`config.mk`:
```
export PLATFORM = sky130hd
export DESIGN_NAME = cyc_interval_compressor
export DESIGN_NICKNAME = d
export VERILOG_FILES = /design/src/rtl/cic_pkg.sv /design/src/rtl/cic_counter.sv /design/src/rtl/cic_encoder.sv /design/src/rtl/cyc_interval_compressor.sv
export SDC_FILE = /design/constraint.sdc
export NUM_CORES = 1
export LEC_CHECK = 0
export BUFFER_PORTS_ARGS = -buffer_cell sky130_fd_sc_hd__buf_2
export CORE_MARGIN = 5
export CORE_UTILIZATION = 30
export DETAILED_ROUTE_END_ITERATION = 8
export SYNTH_ARGS = -nofsm -noshare
export SYNTH_HDL_FRONTEND = slang
export SYNTH_SLANG_ARGS = --single-unit
```
`constraint.sdc`:
```
create_clock -name clk -period 7.5 [get_ports clk]
set_clock_uncertainty 0.2 [all_clocks]
set_input_delay 0.75 -clock clk [delete_from_list [all_inputs] [get_ports clk]]
set_output_delay 0.75 -clock clk [all_outputs]
set_load 0.05 [all_outputs]
```
`src/rtl/cic_pkg.sv`:
```
// Package: shared widths and constants for the interval compressor.
// Assumes a 14-bit code split as 6-bit exponent over 8-bit mantissa.
package cic_pkg;
    localparam int MANT_W = 8;
    localparam int EXP_W  = 6;
    localparam int CODE_W = MANT_W + EXP_W;
    // Widest decoded value: hidden one, mantissa, and up to 62 shift positions
    localparam int DEC_W  = 1 + MANT_W + (2 ** EXP_W) - 2;
    localparam logic [CODE_W-1:0] OVF_CODE = '1;
endpackage

```
`src/rtl/cic_counter.sv`:
```
// Module: cic_counter
// Running interval counter. It counts enabled cycles, saturates at all ones
// and reloads 1 on a branch. It also tracks whether the current interval
// has seen a paused cycle. Assumes a synchronous active-low reset.
module cic_counter #(
    parameter int CNT_W = 32
) (
    input  logic             clk,
    input  logic             rst_n,
    input  logic             cnt_en,
    input  logic             branch_stb,
    output logic [CNT_W-1:0] count_q,
    output logic             stale_q
);
    localparam logic [CNT_W-1:0] CNT_MAX = '1;

    // Purpose: advance, hold or restart the interval count and its stale mark
    always_ff @(posedge clk) begin
        if (!rst_n) begin
            count_q <= '0;
            stale_q <= 1'b1;
        end else if (branch_stb) begin
            count_q <= CNT_W'(1);
            stale_q <= !cnt_en;
        end else begin
            if (cnt_en && (count_q != CNT_MAX)) begin
                count_q <= count_q + CNT_W'(1);
            end
            if (!cnt_en) begin
                stale_q <= 1'b1;
            end
        end
    end
endmodule

```
`src/rtl/cic_encoder.sv`:
```
// Module: cic_encoder
// Combinational compressor from a raw count to the 14-bit code.
// It finds the leading one, drops the bits below the 8-bit mantissa (so it
// rounds toward zero) and saturates to the overflow code.
// Assumes CNT_W >= 9.
module cic_encoder
    import cic_pkg::*;
#(
    parameter int CNT_W = 32
) (
    input  logic [CNT_W-1:0]  count_i,
    output logic [CODE_W-1:0] code_o
);
    localparam int POS_W = ($clog2(CNT_W) > 6) ? $clog2(CNT_W) : 7;

    logic [POS_W-1:0]  lead_pos;
    logic [POS_W-1:0]  exp_full;
    logic [POS_W-1:0]  shift_amt;
    logic [MANT_W-1:0] mant;
    logic              exp_limit_hit;
    logic              saturated;
    logic              is_small;

    // Purpose: leading-one position, with the highest set bit winning
    always_comb begin
        lead_pos = '0;
        for (int i = 0; i < CNT_W; i++) begin
            if (count_i[i]) lead_pos = POS_W'(i);
        end
    end

    assign exp_full  = lead_pos - POS_W'(7);
    assign shift_amt = lead_pos - POS_W'(8);
    assign mant      = MANT_W'(count_i >> shift_amt);
    assign saturated = &count_i;
    assign is_small  = (count_i < CNT_W'(256));

    // Only a wide counter can push the exponent up to the reserved value
    generate
        if (CNT_W - 8 >= 63) begin : g_exp_limit
            assign exp_limit_hit = (exp_full >= POS_W'(63));
        end else begin : g_no_exp_limit
            assign exp_limit_hit = 1'b0;
        end
    endgenerate

    // Purpose: choose between the exact, the normalised and the overflow code
    always_comb begin
        if (saturated || (!is_small && exp_limit_hit)) begin
            code_o = OVF_CODE;
        end else if (is_small) begin
            code_o = {EXP_W'(0), count_i[MANT_W-1:0]};
        end else begin
            code_o = {EXP_W'(exp_full), mant};
        end
    end
endmodule

```
`src/rtl/cyc_interval_compressor.sv`:
```
// Module: cyc_interval_compressor (top)
// Counts the cycles between branch strobes and registers one compressed
// record per strobe, with a valid pulse and an unknown-interval flag.
// Assumes a synchronous active-low reset and CNT_W >= 9.
module cyc_interval_compressor
    import cic_pkg::*;
#(
    parameter int CNT_W = 32
) (
    input  logic              clk,
    input  logic              rst_n,
    input  logic              cnt_en,
    input  logic              branch_stb,
    output logic              rec_valid,
    output logic [CODE_W-1:0] rec_code,
    output logic              rec_unknown
);
    logic [CNT_W-1:0]  count_q;
    logic              stale_q;
    logic [CODE_W-1:0] enc_code;

    cic_counter #(.CNT_W(CNT_W)) u_counter (
        .clk        (clk),
        .rst_n      (rst_n),
        .cnt_en     (cnt_en),
        .branch_stb (branch_stb),
        .count_q    (count_q),
        .stale_q    (stale_q)
    );

    cic_encoder #(.CNT_W(CNT_W)) u_encoder (
        .count_i (count_q),
        .code_o  (enc_code)
    );

    // Purpose: capture the record on a strobe and pulse valid for one cycle
    always_ff @(posedge clk) begin
        if (!rst_n) begin
            rec_valid   <= 1'b0;
            rec_code    <= '0;
            rec_unknown <= 1'b0;
        end else begin
            rec_valid <= branch_stb;
            if (branch_stb) begin
                rec_code    <= enc_code;
                rec_unknown <= stale_q;
            end
        end
    end
endmodule

```
* After elaboration in Yosys (flattened, before gate mapping)
Index checks and enable logic that the tools add are counted.
** Word-level totals
- Register bits after elaboration :: 49
- Input port bits :: 4
- Output and inout port bits :: 16
- Word-level logic and storage cells :: 56
** Operators by class
- Add/subtract/negate cells :: 3
- Order comparisons :: 1
- Equal/unequal tests :: 2
- Shift operators :: 1
- Muxes and demuxes :: 37
- Bitwise gates (word level) :: 1
- Reduce and logical (&&, ||, !) cells :: 5
** Operators by type and width (count)
- two-way mux 7 bit :: 29
- adder 32 x 1 -> 32 bit, second input constant :: 1
- less-than comparator 32 x 9 -> 1 bit, second input constant :: 1
- inequality test 32 bit, second input constant :: 1
- AND reduction 32 bit :: 1
- >> shifter 32 x 7 -> 8 bit :: 1
- two-way mux 14 bit :: 2
- subtractor 7 x 4 -> 7 bit, second input constant :: 1
- subtractor 6 x 3 -> 6 bit, second input constant :: 1
- two-way mux 1 bit :: 5
- two-way mux 2 bit :: 1
- inequality test 2 x 1 -> 1 bit, second input constant :: 1
- nonzero test 2 bit :: 1
- OR reduction 2 bit :: 1
- logical AND 1 bit :: 1
- logical NOT 1 bit :: 1
- inverter 1 bit :: 1

* Longest topological paths before layout
- Depth in word-level cells :: 35
- Depth in mapped cells :: 15
- Gate-level depth less buffers :: 11

* By module
From an unflattened synthesis, not the netlist that was laid out.
** Unflattened totals
- Cells, all modules :: 566
- Area total of the unflattened synthesis :: 4155.2 um^2
** By module, submodules not included
- cic_encoder :: times used 1, cells an instance 308, area an instance 1893.1 um^2, seq. area each 0.0 um^2
- cic_counter :: times used 1, cells an instance 208, area an instance 1655.3 um^2, seq. area each 660.6 um^2
- cyc_interval_compressor :: times used 1, cells an instance 50, area an instance 606.8 um^2, seq. area each 320.3 um^2

* Worst setup path before layout
No wires, ideal clock.
- Path type :: register to register
- Start point :: register u_counter.count_q[29]
- End point :: register rec_code[0]
- Library setup time :: 0.073 ns
- Data arrival time :: 2.785 ns
- Required time :: 7.227 ns
- Slack :: 4.442 ns
- Cell stages (with the launch flop) :: 14
- Path buffers :: 4
- Clock period less this slack :: 3.058 ns
- Path through :: dfxtp_1 clkbuf_1 nor4_1 nand2_1 a21o_1 buf_2 inv_1 buf_2 ha_1 buf_2 nand2_1 o32ai_1 or4_1 o22ai_2
** Between the ends
- Longest elaborated chain between the ends :: 7
- Elaborated cells on any way between the ends :: 9
- Classes of those cells :: 1 x add/sub; 1 x order compare; 1 x shift; 5 x mux; 1 x reduce/logical
** Ends and longest elaborated chain
- start, declared :: line cic_counter.sv:12 : output logic [CNT_W-1:0] count_q,
- start signal, assigned :: line cic_counter.sv:27 : count_q <= count_q + CNT_W'(1);
- two-way mux 7 bit (3 in a row) :: line cic_encoder.sv:28 : if (count_i[i]) lead_pos = POS_W'(i);
- subtractor 7 x 4 -> 7 bit :: line cic_encoder.sv:33 : assign shift_amt = lead_pos - POS_W'(8);
- >> shifter 32 x 7 -> 8 bit :: line cic_encoder.sv:34 : assign mant = MANT_W'(count_i >> shift_amt);
- two-way mux 14 bit :: line cic_encoder.sv:51 : end else if (is_small) begin
- two-way mux 14 bit (*) :: line cic_encoder.sv:49 : if (saturated || (!is_small && exp_limit_hit)) begin
- end signal, assigned :: line cyc_interval_compressor.sv:45 : rec_code <= enc_code;
- end, declared :: line cyc_interval_compressor.sv:15 : output logic [CODE_W-1:0] rec_code,
Every way passes the cells marked *; elsewhere a longest branch is shown, timed or not.
A chain may end at the register's enable or synchronous reset.

* Final worst setup path
- Start point :: register u_counter.count_q[19]
- End point :: register rec_code[6]
** Between the ends
- Longest elaborated chain between the ends :: 17
- Elaborated cells on any way between the ends :: 19
- Classes of those cells :: 1 x add/sub; 1 x order compare; 1 x shift; 15 x mux; 1 x reduce/logical
** Ends and longest elaborated chain (line)
- two-way mux 7 bit (13 in a row) :: cic_encoder.sv:28
- subtractor 7 x 4 -> 7 bit :: cic_encoder.sv:33
- >> shifter 32 x 7 -> 8 bit :: cic_encoder.sv:34
- two-way mux 14 bit :: cic_encoder.sv:51
- two-way mux 14 bit (*) :: cic_encoder.sv:49
Marks and branches as above.

==> run summary <==
TIMING
--------------------------------------------------------------------------------
Setup Viol. Count Final                                                        0
Max-slew violation total from the final report                                 0
Min Tclk post-route                                                      3.98 ns
RSZ-0062 raised after global routing                                          no
Total Negative Setup Slacks                                                 0 ns
Tcrit/Tclk final                                                           53.1%
Maximum clock frequency                                                  251 MHz
Max-Slew Margin vs Limit                                                   23.3%
Final Hold Fails                                                               0
Slew of the pin with the lowest slew margin                              1.15 ns

POWER
--------------------------------------------------------------------------------
Switching fraction of total power                                          25.5%
Internal Dissipation                                                    0.398 mW
Cell leakage power                                                       1.56 nW
Comb power frac                                                             7.4%
PD cells                                                              133 nW/um2
Clock Power Share                                                          42.7%
Sequential share of power                                                  49.9%
Switching component of the power                                        0.136 mW
Max VDD drop                                                           0.0739 mV

SYNTHESIS
--------------------------------------------------------------------------------
Most common flop cell mapped by yosys                               sky130_fd_sc_hd__dfxtp_1
Post-synthesis instance total                                                489
Warnings, synthesis                                                            0
Synth Cell Area                                                         3790 um2
EDFF count, synth                                                              0
Register area share after synthesis                                        25.8%
Async set or reset register ratio after synthesis                             0%
Syn Nets                                                                     497
Yosys reg bits                                                                49
Synthesized area per cell                                               7.76 um2
Unique cell type count in the Yosys netlist                                   66

CTS
--------------------------------------------------------------------------------
Buffer count from post-CTS setup fixing                                        0
Cell chosen for the clock root                                      sky130_fd_sc_hd__clkbuf_16
Buffer levels on the longest clock path                                        2
Number of gates given a new drive strength after cts                           0
Num Clock Sinks                                                               49
Inserted Clock Buffers                                                         5
Clock tree from TritonCTS                                                    yes
Clock transition at the registers of the reported paths                  0.07 ns
Latest clock arrival within the worst-skew pair                          0.30 ns
CTS Hold Buffers Added                                                         0
H-tree lvl count                                                               2

DIE
--------------------------------------------------------------------------------
Cell row count                                                                41
Total core area                                                        12500 um2
IO Pins                                                                       20
Die footprint                                                          15000 um2
Horiz. Die Dim                                                            122 um
Effective utilization at floorplan                                         30.3%
Chip Height                                                               122 um

ROUTE
--------------------------------------------------------------------------------
Number of vias per cell                                                     5.50
Wire length after detailed routing                                      11300 um
First-pass iteration count of the detailed router                              4
Vias after detailed routing                                                 3549
Routed Antenna Nets                                                            0
Wire length per cell                                                     17.4 um
Drt first-iter violations                                                    289
Detailed-route DRC error count                                                 0

WORST HOLD PATH
--------------------------------------------------------------------------------
Hold Path Class                                                     flip-flop to flip-flop

GRT
--------------------------------------------------------------------------------
Number of antenna violations at the first check in global routing              0
Wire length of the first global-routing pass                            18100 um
Pin count of the biggest net entering global routing                          31
Total global routing track utilization                                     15.1%
Vias in the first global route                                              3365
Total congestion overflow                                                      0

CRITICAL PATH
--------------------------------------------------------------------------------
Most used cell along the critical path                              sky130_fd_sc_hd__inv_1
CP max FO                                                                     13
Largest stage delay on the critical path                                 0.50 ns
Cell class contributing the biggest share of worst-path delay       compound AO/OA/AOI/OAI gates
Register-to-register setup slack                                         3.52 ns
Category of the worst setup path capture point                         flip-flop
Slowest stage cell on the critical path                             sky130_fd_sc_hd__nor4_1
Cell Chain, Critical Path                                           nor4_1 -> and3_1 -> a21o_1 -> inv_1 -> ha_1 -> inv_1 -> o221ai_1 -> a221oi_1 -> o21ai_0 -> o211ai_1 -> a31oi_1
Worst EP arrival                                                         3.97 ns
Crit path required time                                                  7.48 ns
Critical path class                                                 flip-flop to flip-flop
Type of element launching the critical path                            flip-flop
Buffers and inverters on the worst path                                        2

FINISH
--------------------------------------------------------------------------------
Post-Layout Cell Count                                                       645
Fill cells                                                                  1362
Most common cell after layout, fill and taps aside                  sky130_fd_sc_hd__nor2_1
Diode insertion count for antenna repair                                       0
Fraction of layout instances using a drive strength above 1                11.0%
Commonest non-fill, non-tap cells in the layout                     56 x sky130_fd_sc_hd__nor2_1, 49 x sky130_fd_sc_hd__dfxtp_1, 44 x sky130_fd_sc_hd__nand2_1
Nets                                                                         480
Area growth, synth to finish                                               5.93%
Design area                                                             4020 um2

PLACE
--------------------------------------------------------------------------------
Count of buffers from port buffering                                          19
Last weighted congestion value of the routability-driven placer            0.899
Placed standard-cell area                                               3880 um2
Total placed cells including tap cells                                       637
HPWL after DPL                                                           8370 um

FLOW RUN
--------------------------------------------------------------------------------
Max-cap violation count                                                        0

RUN STATUS
--------------------------------------------------------------------------------
Outcome                                                             finished, final reports clean

[path summary, 6_finish.rpt]
| kind | endpoint | cells past startpoint | startpoint |
|---|---|---|---|
| setup / recovery | rec_code[6] | 11 | u_counter.count_q[19] |
| hold / removal | rec_code[12] | 2 | rec_code[12] |
| setup reg to reg | rec_code[6] | 11 | u_counter.count_q[19] |
| hold reg to reg | rec_code[12] | 2 | rec_code[12] |
[cell families after synthesis]
group           synth area share (%)
simple gates                    24.7
compound gates                  18.7
buf+inv                         8.18
mux                             14.3
flops                           25.8
xor+xnor                        6.92
fa+ha+maj                       1.32
[final cells by class]
class                           count  area (um2)  share of cell area, %
Clock buffer                        5         125                   3.11
Clock inverter                      3        17.5                  0.436
Inverter                           16        60.1                   1.49
Multi-Input combinational cell    378        2500                   62.3
Sequential cell                    49         981                   24.4
Tap cell                          172         215                   5.35
Timing Repair Buffer               22         118                   2.93
[cells in the mapped netlist, types with 6 or more instances]
cell,number,area share [%]
sky130_fd_sc_hd__nor4_1,10,1.6
sky130_fd_sc_hd__xor2_1,14,3.2
sky130_fd_sc_hd__mux2i_1,42,11
sky130_fd_sc_hd__inv_1,14,1.4
sky130_fd_sc_hd__dfxtp_1,49,26
sky130_fd_sc_hd__nor3_1,12,1.6
sky130_fd_sc_hd__clkbuf_1,15,1.5
sky130_fd_sc_hd__buf_2,20,2.6
sky130_fd_sc_hd__xnor2_1,16,3.7
sky130_fd_sc_hd__nand3_1,19,2.5
sky130_fd_sc_hd__nor2_1,56,5.5
sky130_fd_sc_hd__nand4_1,11,1.8
sky130_fd_sc_hd__nand2_1,44,4.4
sky130_fd_sc_hd__o21ai_0,23,3.0
sky130_fd_sc_hd__a21oi_1,22,2.9
sky130_fd_sc_hd__mux2_2,9,2.7
sky130_fd_sc_hd__or3_1,6,0.99
sky130_fd_sc_hd__a31oi_1,7,1.2
[stage by stage]
step	util, %	total power [mW]	hold WS [ns]	worst slack (ns)
3_3_place_gp	31.0	0.312	0.232	3.41
4_1_cts	32.1	0.542	0.255	3.59
5_1_grt	32.1	0.553	0.288	3.25
2_1_floorplan	-	0.302	0.268	4.44
3_5_place_dp	31.0	0.312	0.238	3.59
6_report	32.1	0.534	0.244	3.52
[power groups by stage]
stage                     combinational (mW)  sequential, mW  clock, mW
after floorplan                       0.0207           0.281          0
after global placement                0.0396           0.272          0
after detailed placement              0.0396           0.272          0
after CTS                             0.0398           0.266      0.236
after global routing                  0.0425           0.267      0.243
final                                 0.0396           0.266      0.228
[flip-flops by register name (all words and copies together) (netlist names)]
| signal | count |
|---|---|
| rec_code | 14 |
| rec_valid | 1 |
| u_counter.stale_q | 1 |
| u_counter.count_q | 32 |
| rec_unknown | 1 |
[worst min-delay path: cells and delay by family, from the launching register on]
kind / cells / cell delay, ns
and+or+nand+nor: 1 / 0.04
DFF: 1 / 0.32
AOI/OAI and AO/OA: 1 / 0.05
[layer usage]
| metal | up-vias | share of wire [%] | wire length [um] | track usage [%] |
|---|---|---|---|---|
| li1 | 1726 | - | - | - |
| met5 | - | 0 | 0 | 0 |
| met2 | 91 | 45 | 5070 | 23.6 |
| met4 | 0 | 2.7 | 308 | 5.39 |
| met3 | 22 | 4.5 | 508 | 2.76 |
| met1 | 1710 | 48 | 5370 | 20.9 |
Note: power is estimated with default switching activity, not from simulation.
